## config.mk

```make
export PLATFORM = sky130hd
export DESIGN_NAME = seq_break_ctl
export DESIGN_NICKNAME = d
export VERILOG_FILES = /design/src/rtl/sbc_pkg.sv /design/src/rtl/sbc_exec_count.sv /design/src/rtl/sbc_chan.sv /design/src/rtl/sbc_fire.sv /design/src/rtl/seq_break_ctl.sv
export SDC_FILE = /design/constraint.sdc
export NUM_CORES = 1
export LEC_CHECK = 0
export BUFFER_PORTS_ARGS = -buffer_cell sky130_fd_sc_hd__buf_2
export CORE_MARGIN = 1
export CORE_UTILIZATION = 53
export CTS_BUF_LIST = sky130_fd_sc_hd__clkbuf_2
export CTS_CLUSTER_SIZE = 14
export DETAILED_ROUTE_END_ITERATION = 6
export PLACE_DENSITY_LB_ADDON = 0.3
export SLEW_MARGIN = 0
export SYNTH_ARGS = -nofsm -noshare
export SYNTH_HDL_FRONTEND = slang
export SYNTH_SLANG_ARGS = --single-unit
```

## constraint.sdc

```tcl
create_clock -name clk -period 2.2 [get_ports clk]
set_input_delay 0.33 -clock clk [delete_from_list [all_inputs] [get_ports clk]]
set_output_delay 0.33 -clock clk [all_outputs]
set_load 0.1 [all_outputs]
```

## src/rtl/sbc_pkg.sv

```systemverilog
// Shared constants and types for the sequential break sequencer.
// Assumes exactly two channels; channel indices are a single bit.
package sbc_pkg;
    localparam int NCH = 2;

    typedef struct packed {
        logic seq_en;   // channel is second half of an ordered pair
        logic partner;  // leading channel number
        logic brk_en;   // channel may raise a break
    } chan_cfg_t;
endpackage

```

## src/rtl/sbc_exec_count.sv

```systemverilog
// Channel 1 execution counter. Loads a preset on a write strobe and counts
// raw matches down while nonzero. The effective match is true only on the
// 1 -> 0 transition when counting is enabled, else it follows the raw match.
// Assumes load has priority over a same-cycle match.
module sbc_exec_count #(
    parameter int CNT_W = 8
) (
    input  logic             clk,
    input  logic             rst_n,
    input  logic             load,
    input  logic [CNT_W-1:0] preset,
    input  logic             raw_match,
    input  logic             en,
    output logic [CNT_W-1:0] cnt_q,
    output logic             eff_match
);
    localparam logic [CNT_W-1:0] ONE = {{(CNT_W-1){1'b0}}, 1'b1};

    // Counter register: load, else decrement on a match while nonzero.
    always_ff @(posedge clk) begin
        if (!rst_n)
            cnt_q <= '0;
        else if (load)
            cnt_q <= preset;
        else if (raw_match && (cnt_q != '0))
            cnt_q <= cnt_q - ONE;
    end

    // Effective match: gated by the terminal count when counting is on.
    always_comb begin
        eff_match = en ? (raw_match && (cnt_q == ONE)) : raw_match;
    end
endmodule

```

## src/rtl/sbc_chan.sv

```systemverilog
// One channel's sticky condition flag plus a saturating count of retired
// instructions since the channel's latest effective match. A new match
// wins over a same-cycle clear. Assumes retire pulses once per instruction.
module sbc_chan #(
    parameter int DIST_MIN = 2
) (
    input  logic clk,
    input  logic rst_n,
    input  logic eff_match,
    input  logic flag_clr,
    input  logic retire,
    output logic flag_q,
    output logic gap_ok
);
    localparam int DIST_W = $clog2(DIST_MIN + 1);
    localparam logic [DIST_W-1:0] DMAX = DIST_W'(DIST_MIN);

    logic [DIST_W-1:0] dist_q;

    // Sticky flag: set by a match, cleared by software otherwise.
    always_ff @(posedge clk) begin
        if (!rst_n)
            flag_q <= 1'b0;
        else if (eff_match)
            flag_q <= 1'b1;
        else if (flag_clr)
            flag_q <= 1'b0;
    end

    // Retire distance since the latest match, saturating at DIST_MIN.
    always_ff @(posedge clk) begin
        if (!rst_n)
            dist_q <= '0;
        else if (eff_match)
            dist_q <= '0;
        else if (retire && (dist_q != DMAX))
            dist_q <= dist_q + 1'b1;
    end

    // Leading match is far enough back to honour ordering.
    always_comb begin
        gap_ok = (dist_q == DMAX);
    end
endmodule

```

## src/rtl/sbc_fire.sv

```systemverilog
// Break decision. A channel that is a valid second half needs its partner
// armed (flag set) and far enough back; any other channel breaks on its own
// match. The request is registered and lasts one cycle per qualifying match.
module sbc_fire
    import sbc_pkg::*;
(
    input  logic            clk,
    input  logic            rst_n,
    input  logic [NCH-1:0]  eff,
    input  logic [NCH-1:0]  flag,
    input  logic [NCH-1:0]  gap_ok,
    input  chan_cfg_t       cfg [NCH],
    output logic            brk_req
);
    logic [NCH-1:0] hit;

    for (genvar j = 0; j < NCH; j++) begin : g_hit
        localparam logic OTHER = (j == 0) ? 1'b1 : 1'b0;
        logic seq_ok;
        // Per-channel qualification of a break.
        always_comb begin
            seq_ok = cfg[j].seq_en && (cfg[j].partner == OTHER);
            if (seq_ok)
                hit[j] = eff[j] && cfg[j].brk_en
                       && flag[OTHER] && gap_ok[OTHER];
            else
                hit[j] = eff[j] && cfg[j].brk_en;
        end
    end

    // Registered break request.
    always_ff @(posedge clk) begin
        if (!rst_n)
            brk_req <= 1'b0;
        else
            brk_req <= |hit;
    end
endmodule

```

## src/rtl/seq_break_ctl.sv

```systemverilog
// Top of the two-channel sequential break sequencer. Wires the channel 1
// execution counter, two flag/distance units and the break decision.
// Assumes configuration is static while an ordered pair is in use.
module seq_break_ctl
    import sbc_pkg::*;
#(
    parameter int CNT_W    = 8,
    parameter int DIST_MIN = 2
) (
    input  logic             clk,
    input  logic             rst_n,
    input  logic [1:0]       match_vld,
    input  logic             retire,
    input  logic [1:0]       seq_en,
    input  logic [1:0]       partner_idx,
    input  logic [1:0]       brk_en,
    input  logic             cnt_en,
    input  logic             cnt_load,
    input  logic [CNT_W-1:0] cnt_preset,
    input  logic [1:0]       flag_clr,
    output logic [1:0]       cond_flag,
    output logic             brk_req
);
    logic [NCH-1:0]   eff_match;
    logic [NCH-1:0]   gap_ok;
    logic [CNT_W-1:0] ch1_cnt;
    logic             ch1_eff;
    chan_cfg_t        cfg [NCH];

    // Pack per-channel configuration.
    always_comb begin
        for (int i = 0; i < NCH; i++) begin
            cfg[i].seq_en  = seq_en[i];
            cfg[i].partner = partner_idx[i];
            cfg[i].brk_en  = brk_en[i];
        end
    end

    sbc_exec_count #(.CNT_W(CNT_W)) u_cnt (
        .clk       (clk),
        .rst_n     (rst_n),
        .load      (cnt_load),
        .preset    (cnt_preset),
        .raw_match (match_vld[1]),
        .en        (cnt_en),
        .cnt_q     (ch1_cnt),
        .eff_match (ch1_eff)
    );

    // Effective match per channel; only channel 1 has a counter.
    always_comb begin
        eff_match = {ch1_eff, match_vld[0]};
    end

    for (genvar c = 0; c < NCH; c++) begin : g_chan
        sbc_chan #(.DIST_MIN(DIST_MIN)) u_chan (
            .clk       (clk),
            .rst_n     (rst_n),
            .eff_match (eff_match[c]),
            .flag_clr  (flag_clr[c]),
            .retire    (retire),
            .flag_q    (cond_flag[c]),
            .gap_ok    (gap_ok[c])
        );
    end

    sbc_fire u_fire (
        .clk     (clk),
        .rst_n   (rst_n),
        .eff     (eff_match),
        .flag    (cond_flag),
        .gap_ok  (gap_ok),
        .cfg     (cfg),
        .brk_req (brk_req)
    );
endmodule

```

# Word level (Yosys, flattened, before mapping)
# Cells that the tools add are included.
[totals] mem_bits_ro=0 in_bits=23 latch_bits=0 regBits=15 memories=0 ram_bits=0 wordCells=44
[op_classes] muxes=9 n_reduce_logical=19 div=0 n_mul=0 bitwise_logic=2 eq_ne=5 shift=0 n_addsub=3 order_cmp=0
[op_table] operator="$mux W8" count=2
[op_table] operator="$logic_and A1 B1 Y1" count=12
[op_table] operator="$eq A8 B1 Y1 const B" count=1
[op_table] operator="$reduce_bool A8 Y1" count=1
[op_table] operator="$sub A8 B1 Y8 const B" count=1
[op_table] operator="$mux W1" count=7
[op_table] operator="$reduce_bool A2 Y1" count=3
[op_table] operator="$reduce_or A2 Y1" count=3
[op_table] operator="$add A2 B1 Y2 const B" count=2
[op_table] operator="$eq A2 B2 Y1 const B" count=2
[op_table] operator="$ne A2 B2 Y1 const B" count=2
[op_table] operator="$not A1 Y1" count=2

# Depth between registers and ports, before layout
# Gate-level depths: netlist (run 1).
[depth] word_depth=8 ltp_mapped=6 mapped_depth_nobuf=5

# By module
# A second synthesis (run 1) with hierarchy kept.
[unflattened] hier_cells=93 hier_area_um2=865.8
[by_module_without_submodules] mod="sbc_exec_count" seq_area_each_um2=160.2 cells_per_inst=59 area_each_um2=524.3 n_inst=1
[by_module_without_submodules] mod="sbc_chan" seq_area_each_um2=60.1 cells_per_inst=13 area_each_um2=140.1 n_inst=2
[by_module_without_submodules] mod="sbc_fire" seq_area_each_um2=20.0 cells_per_inst=8 area_each_um2=61.3 n_inst=1

# Worst setup path after synthesis (run 1)
# Ideal clock, no wire load.
[synth_path] kind="register to register" from="register u_cnt.cnt_q[0]" to="register u_cnt.cnt_q[6]" t_arrival_ns=1.403 synth_period_minus_slack_ns=1.525 stages_incl_launch_ff=7 setup_slack_ns=0.675 path_buffers=1 cell_sequence="dfxtp_1 > inv_1 > ha_1 > clkbuf_1 > nand2_1 > o31a_1 > o311a_1"
[synth_between] elab_chain_cells=3 elab_cells_between_ends=6
[synth_lines] element="start: declaration" line_no="sbc_exec_count.sv:14" rtl="output logic [CNT_W-1:0] cnt_q,"
[synth_lines] element="start signal: assignment" line_no="sbc_exec_count.sv:24" rtl="cnt_q <= preset;"
[synth_lines] element="start signal: assignment" line_no="sbc_exec_count.sv:26" rtl="cnt_q <= cnt_q - ONE;"
[synth_lines] element="$sub A8 B1 Y8 or $reduce_bool A8 Y1 (tied branches)" line_no="sbc_exec_count.sv:26, sbc_exec_count.sv:25"
[synth_lines] element="$mux W8 or $logic_and A1 B1 Y1 (tied branches)" line_no="sbc_exec_count.sv:25" rtl="else if (raw_match && (cnt_q != '0))"
[synth_lines] element="$mux W8 or $reduce_bool A2 Y1 (tied branches)"
# Parallel ways exist; a longest one is shown, timed or not. The select of a mux whose other input is x is not followed.
# A chain may end at the register's enable or synchronous reset.

# Worst setup path in the final report (run 1)
# Same ends and word-level chain as after synthesis.

==> results.cfg, run 1 <==
[sta]
layout_min_cycle_time_ns = 1.664
rsz0062_at_grt = no
finalSetupViolCount = 0
final.period_utilization_pct = 75.62
final-hold-violation-count = 0
timing.setup.tns_ns = 0
slew_headroom_pct = 67.70
fmax_ghz = 0.6011
slew_violations = 0
skew_ns = 0.003018
worst_pin_slew_ns = 0.4879

[global_route]
grtUsageMet2_pct = 38.79
grt_pass1_vias = 835
overflow = 0
antenna_found_initial = 0
grt_max_degree = 17
grt_pass1_wl_um = 3491
track_usage_pct = 24.13
grt_use_met1_pct = 34.04
grt-busiest-layer = met2
use_met3_pct = 3.750

[worst_hold_path]
hold_end = u_fire.brk_req
hold_depth = 2
hold_class = in -> reg
min_from = brk_en[1]

[worst_setup_path]
r2r_cells = 5
required_ns = 2.41
start_kind = flip-flop
path_cells = inv_1, ha_1, nand2_1, o31a_1, o311a_1
crit_fanout = 9
crit_slowest_cell = dfxtp_1
rrSetupSlack_ns = 0.54
rr_endpoint = u_cnt.cnt_q[6]
critPathKind = reg -> reg
arrival_ns = 1.87
cp-end-kind = flip-flop
critPathMaxStageDelay_ns = 0.40
rr_startpoint = u_cnt.cnt_q[0]

[final_layout]
nets = 159
drive_gt1_share_pct = 24.43
syn_to_final_growth_pct = 15.61
final_area_mm2 = 0.001047
final_util_pct = 67.18
antenna_cells = 0

[synthesis]
synthesis.area_um2 = 905.9
synthDistinctLibCells = 38
syn_inst = 107
synth_mux_area_share_pct = 1.105
ys_ff_latch = 15
ys_seq_area_share_pct = 33.15
yosysWarnings = 0
yosys.area.top_type = dfxtp_1
synth-compound-area-share_pct = 26.24
syn_nets = 134
synth_fa_ha_area_share_pct = 5.525
yosys.area_share.simple_pct = 24.86
netlist.area_leader.share_pct = 33.15
synth-xor-area-share_pct = 1.934
synth_top_family_by_area = compound AO/OA/AOI/OAI gates
synth.area.top_cells = dfxtp_1, ha_1, a211o_1, o21ai_0, inv_1
syn_area_per_cell_um2 = 8.466

[floorplan]
initial_core_util_pct = 58.11
rows = 14
die-area_mm2 = 0.001878
io_pins = 26
core-area_mm2 = 0.001559
dieHeight_um = 43.34
dieWidth_um = 43.34

[clock_network]
cts_root_buffer = clkbuf_2
clkTransAtPathRegs_ns = 0.17
cts_hold_buf = 0
cts_resized = 0
cts_tree = done
cts_buffer_depth = 2
clk_latency_ns = 0.30
htree_levels = 1
cts_setup_buffers = 0
numClockSinks = 15
numCtsBuffers = 3

[place]
port_buffers = 25
gp_congestion = 0.8158
hpwl_um = 1531
dpl_cell_area_mm2 = 0.001027

[power_and_ir_drop]
powerDensity_mw_per_mm2 = 616.6
peakVddDrop_uv = 362.3
p_leak_uw = 0.0004697

[drt]
wl_um = 2101
dr.pass1.iters = 4
ant_nets = 0
drt_iter0_markers = 20
viasPerCell = 6.000
drcViolationCount = 0
wl_per_cell_um = 14.29
vias = 882

[status]
status = finished clean

[job]
max-cap-violations = 0
-- area by class of cell --
type / instances / area [µm²]
clock buffer: 3 / 15.01
clock inverter: 1 / 5.005
fill: 137 / 511.7
inverter: 9 / 33.78
multi-input combinational: 77 / 540.5
sequential: 15 / 300.3
tap: 16 / 20.02
timing repair buffer: 26 / 132.6
-- layout by cell type, fill, tap and decap left out, drive strengths merged, types with 3 or more instances in the layout --
master / n
buf: 26
dfxtp: 15
inv: 9
nor2: 7
o21ai: 7
nand2b: 5
a31oi: 5
a211o: 4
nor2b: 4
ha: 4
a2111oi: 3
a211oi: 3
nand2: 3
a21oi: 3
o31a: 3
clkbuf: 3
-- state kept, by name (all words and copies together), names as in the netlist --
signal / cells
g_chan.u_chan.dist_q: 4
u_cnt.cnt_q: 8
u_fire.brk_req: 1
g_chan.u_chan.flag_q: 2
-- layer usage --
metal  up-vias  wire, µm
met2        15       948
li1        447         -
met1       418      1081
met3         2        60
met5         -         0
met4         0        11
-- worst max-delay path, delay by kind of cell (launching register included) --
family | cells | cell delay (ns)
AO/OA/AOI/OAI | 2 | 0.56
adder cells (fa/ha/maj) | 1 | 0.33
buffers and inverters | 1 | 0.08
flip-flops | 1 | 0.40
AND/OR/NAND/NOR | 1 | 0.20
-- Yosys cell counts --
library cell  number
xnor2_1            2
clkbuf_1           3
nand3_1            2
o31a_1             3
nand3b_1           2
a211oi_1           3
or3_1              1
dfxtp_1           15
nand4_1            1
or2_2              1
buf_4              2
a21oi_1            3
nor2b_1            4
nor2_1             7
nor4_1             2
ha_1               4
a31oi_1            5
a41o_1             2
buf_2              1
o21ai_0            7
inv_1              9
and3_1             1
a211o_1            4
a41oi_1            1
o21a_1             1
o311a_1            1
or4_1              1
or3b_1             1
nand4bb_1          1
nand2b_1           5
nor3_1             1
nand2_1            3
and3b_1            1
or4b_1             1
or4_4              1
mux2i_1            1
or2_1              1
a2111oi_0          3
-- power by group --
part	internal [µW]	switching, µW	leakage, µW
registers	295	23.4	0.000124
logic	76.4	109	0.000329
clock network	41.2	102	0.0000164
total	412	233	0.000470
-- kinds of logic (layout without fill, tap and decap cells) --
group | count (synthesis) | count (layout)
fa+ha+maj | 4 | 4
simple gates | 37 | 37
compound gates | 33 | 33
mux | 1 | 1
buf+inv | 15 | 39
flops | 15 | 15
xor+xnor | 2 | 2
-- through the flow --
step	power (µW)	hold WS, ns	setup slack (ns)	std cells
after floorplan	454.2	0.4474	0.6750	107
after global placement	496.0	0.4886	0.6739	143
after detailed placement	504.7	0.5114	0.5777	143
after CTS	647.4	0.2504	0.5415	147
after global routing	680.4	0.2565	0.4583	147
final	645.7	0.2660	0.5363	147
-- worst max path at each step --
stage	start	end	slack [ns]	cells past startpoint
floorplan	u_cnt.cnt_q[0]	u_cnt.cnt_q[6]	0.68	6
global placement	u_cnt.cnt_q[0]	u_cnt.cnt_q[6]	0.67	5
detailed placement	u_cnt.cnt_q[0]	u_cnt.cnt_q[6]	0.58	5
CTS	u_cnt.cnt_q[0]	u_cnt.cnt_q[6]	0.54	5
global route	u_cnt.cnt_q[0]	u_cnt.cnt_q[4]	0.46	5
finish	u_cnt.cnt_q[0]	u_cnt.cnt_q[6]	0.54	5
No activity file was read; power rests on OpenSTA's default activity.
==> run 2, diff against run 1 <==
==> constraint.sdc (replaced) <==
create_clock -name clk -period 1.6 [get_ports clk]
set_input_delay 0.24 -clock clk [delete_from_list [all_inputs] [get_ports clk]]
set_output_delay 0.24 -clock clk [all_outputs]
set_load 0.1 [all_outputs]
==> run 2 against run 1 <==
Clock power rose by 38%; critical path depth did not move; sequential share of layout area fell by 0.55 points; global-route usage fell by 0.32 points; via count rose by 2.8%; non-clock buffer count rose by 2; sequential cell count did not move; critical path type unchanged.
==> results.cfg, run 2 (synthesized netlist as in run 1, its figures left out) <==
[final_layout]
mostFrequentLayoutCell = buf_2
reg.largest.list = u_cnt.cnt_q: 8 flops, g_chan.u_chan.dist_q: 4 flops, g_chan.u_chan.flag_q: 2 flops
largest_register_ffs = 8
nets = 161
final_area_mm2 = 0.001072
layout_common_cells = buf_2, dfxtp_1, inv_1
antenna_cells = 0
regMostFlops = u_cnt.cnt_q
drive_gt1_share_pct = 27.82
fin_cells = 149
syn_to_final_growth_pct = 18.37
nFillCells = 142
final_util_pct = 68.78

[place]
gp_congestion = 0.7862
port_buffers = 25
placed_cells = 145
hpwl_um = 1467
dpl_cell_area_mm2 = 0.001042

[drt]
dr.pass1.iters = 4
wl_per_cell_um = 13.52
drt_iter0_markers = 21
wl_um = 2015
viasPerCell = 6.087
ant_nets = 0
vias = 907
drcViolationCount = 0

[clock_network]
cts_resized = 0
cts_root_buffer = clkbuf_2
htree_levels = 1
cts_setup_buffers = 0
numCtsBuffers = 3
clk_latency_ns = 0.29
numClockSinks = 15
cts_tree = done
cts_buffer_depth = 2
clkTransAtPathRegs_ns = 0.16
cts_hold_buf = 0

[worst_hold_path]
hold_class = in -> reg
hold_end = u_fire.brk_req
min_from = brk_en[1]
hold_depth = 2

[worst_setup_path]
crit_slowest_cell = or4_1
critPathKind = reg -> reg
arrival_ns = 1.68
critPathMaxStageDelay_ns = 0.42
r2r_cells = 5
cp-end-kind = flip-flop
start_kind = flip-flop
path_cells = inv_1, ha_2, nand2_1, or4_1, a31oi_1
rrSetupSlack_ns = 0.14
required_ns = 1.82
rr_startpoint = u_cnt.cnt_q[1]
rr_endpoint = u_cnt.cnt_q[4]
crit_fanout = 5

[floorplan]
dieWidth_um = 43.34
rows = 14
dieHeight_um = 43.34
initial_core_util_pct = 58.11
core-area_mm2 = 0.001559
die-area_mm2 = 0.001878
io_pins = 26

[sta]
final.period_utilization_pct = 91.32
skew_ns = 0.001725
slew_headroom_pct = 67.74
fmax_ghz = 0.6844
worst_pin_slew_ns = 0.4872
layout_min_cycle_time_ns = 1.461
finalSetupViolCount = 0
final-hold-violation-count = 0
timing.setup.tns_ns = 0
rsz0062_at_grt = no
slew_violations = 0

[global_route]
overflow = 0
grt_pass1_vias = 799
antenna_found_initial = 0
grt_pass1_wl_um = 3422
grt_max_degree = 17
track_usage_pct = 23.80

[status]
status = finished clean

[job]
max-cap-violations = 0

[power_and_ir_drop]
powerDensity_mw_per_mm2 = 839.8
p_leak_uw = 0.0004785
finalPower_uw = 900.5
peakVddDrop_uv = 497.0
==> run 2: changes by cell type in the layout (fill, tap and decap cells not counted) <==
cell / before / now
dfxtp_1: 15 / 14
dfxtp_2: 0 / 1
a2111oi_2: 0 / 1
clkinv_2: 1 / 0
ha_2: 0 / 1
a2111oi_0: 3 / 2
ha_1: 4 / 3
buf_4: 1 / 3
clkbuf_2: 3 / 4
==> run 2: stage by stage <==
stage | hold slack, ns | setup WS (ns)
after detailed placement | 0.4871 | 0.09128
final | 0.1862 | 0.1390
after floorplan | 0.3574 | 0.07502
after global placement | 0.4804 | 0.1179
after global routing | 0.1929 | 0.03759
after CTS | 0.1884 | 0.06663
==> run 2: layout make-up <==
cell class	count	area, µm²	area share, %
Inverter	9	33.78	3.151
Clock buffer	4	20.02	1.867
Tap cell	16	20.02	1.867
Multi-Input combinational cell	77	549.3	51.23
Sequential cell	15	301.5	28.12
Timing Repair Buffer	28	147.6	13.77
==> run 2: report_power, final <==
part           internal [µW]  switching (µW)
combinational            114             153
clock                   66.3             131
sequential               406            30.2
total                    586             314
==> run 2: worst max path at each step <==
stage | cells after the start | end | from
floorplan | 6 | u_cnt.cnt_q[6] | u_cnt.cnt_q[0]
global placement | 3 | u_cnt.cnt_q[7] | u_cnt.cnt_q[0]
detailed placement | 3 | u_cnt.cnt_q[7] | u_cnt.cnt_q[0]
CTS | 3 | u_cnt.cnt_q[7] | u_cnt.cnt_q[0]
global route | 5 | u_cnt.cnt_q[4] | u_cnt.cnt_q[1]
finish | 5 | u_cnt.cnt_q[4] | u_cnt.cnt_q[1]
==> run 2: metal layers <==
metal / wire [µm] / GRT usage (%)
met3: 103 / 4.583
met2: 952 / 37.88
met5: 0 / 0
met1: 950 / 32.46
met4: 9 / 8.125
==> run 2: critical path, delay by kind of cell (launching register included) <==
family / cells / cell delay, ns
fa+ha+maj: 1 / 0.23
compound gates: 1 / 0.19
simple gates: 2 / 0.54
buf+inv: 1 / 0.10
flops: 1 / 0.36
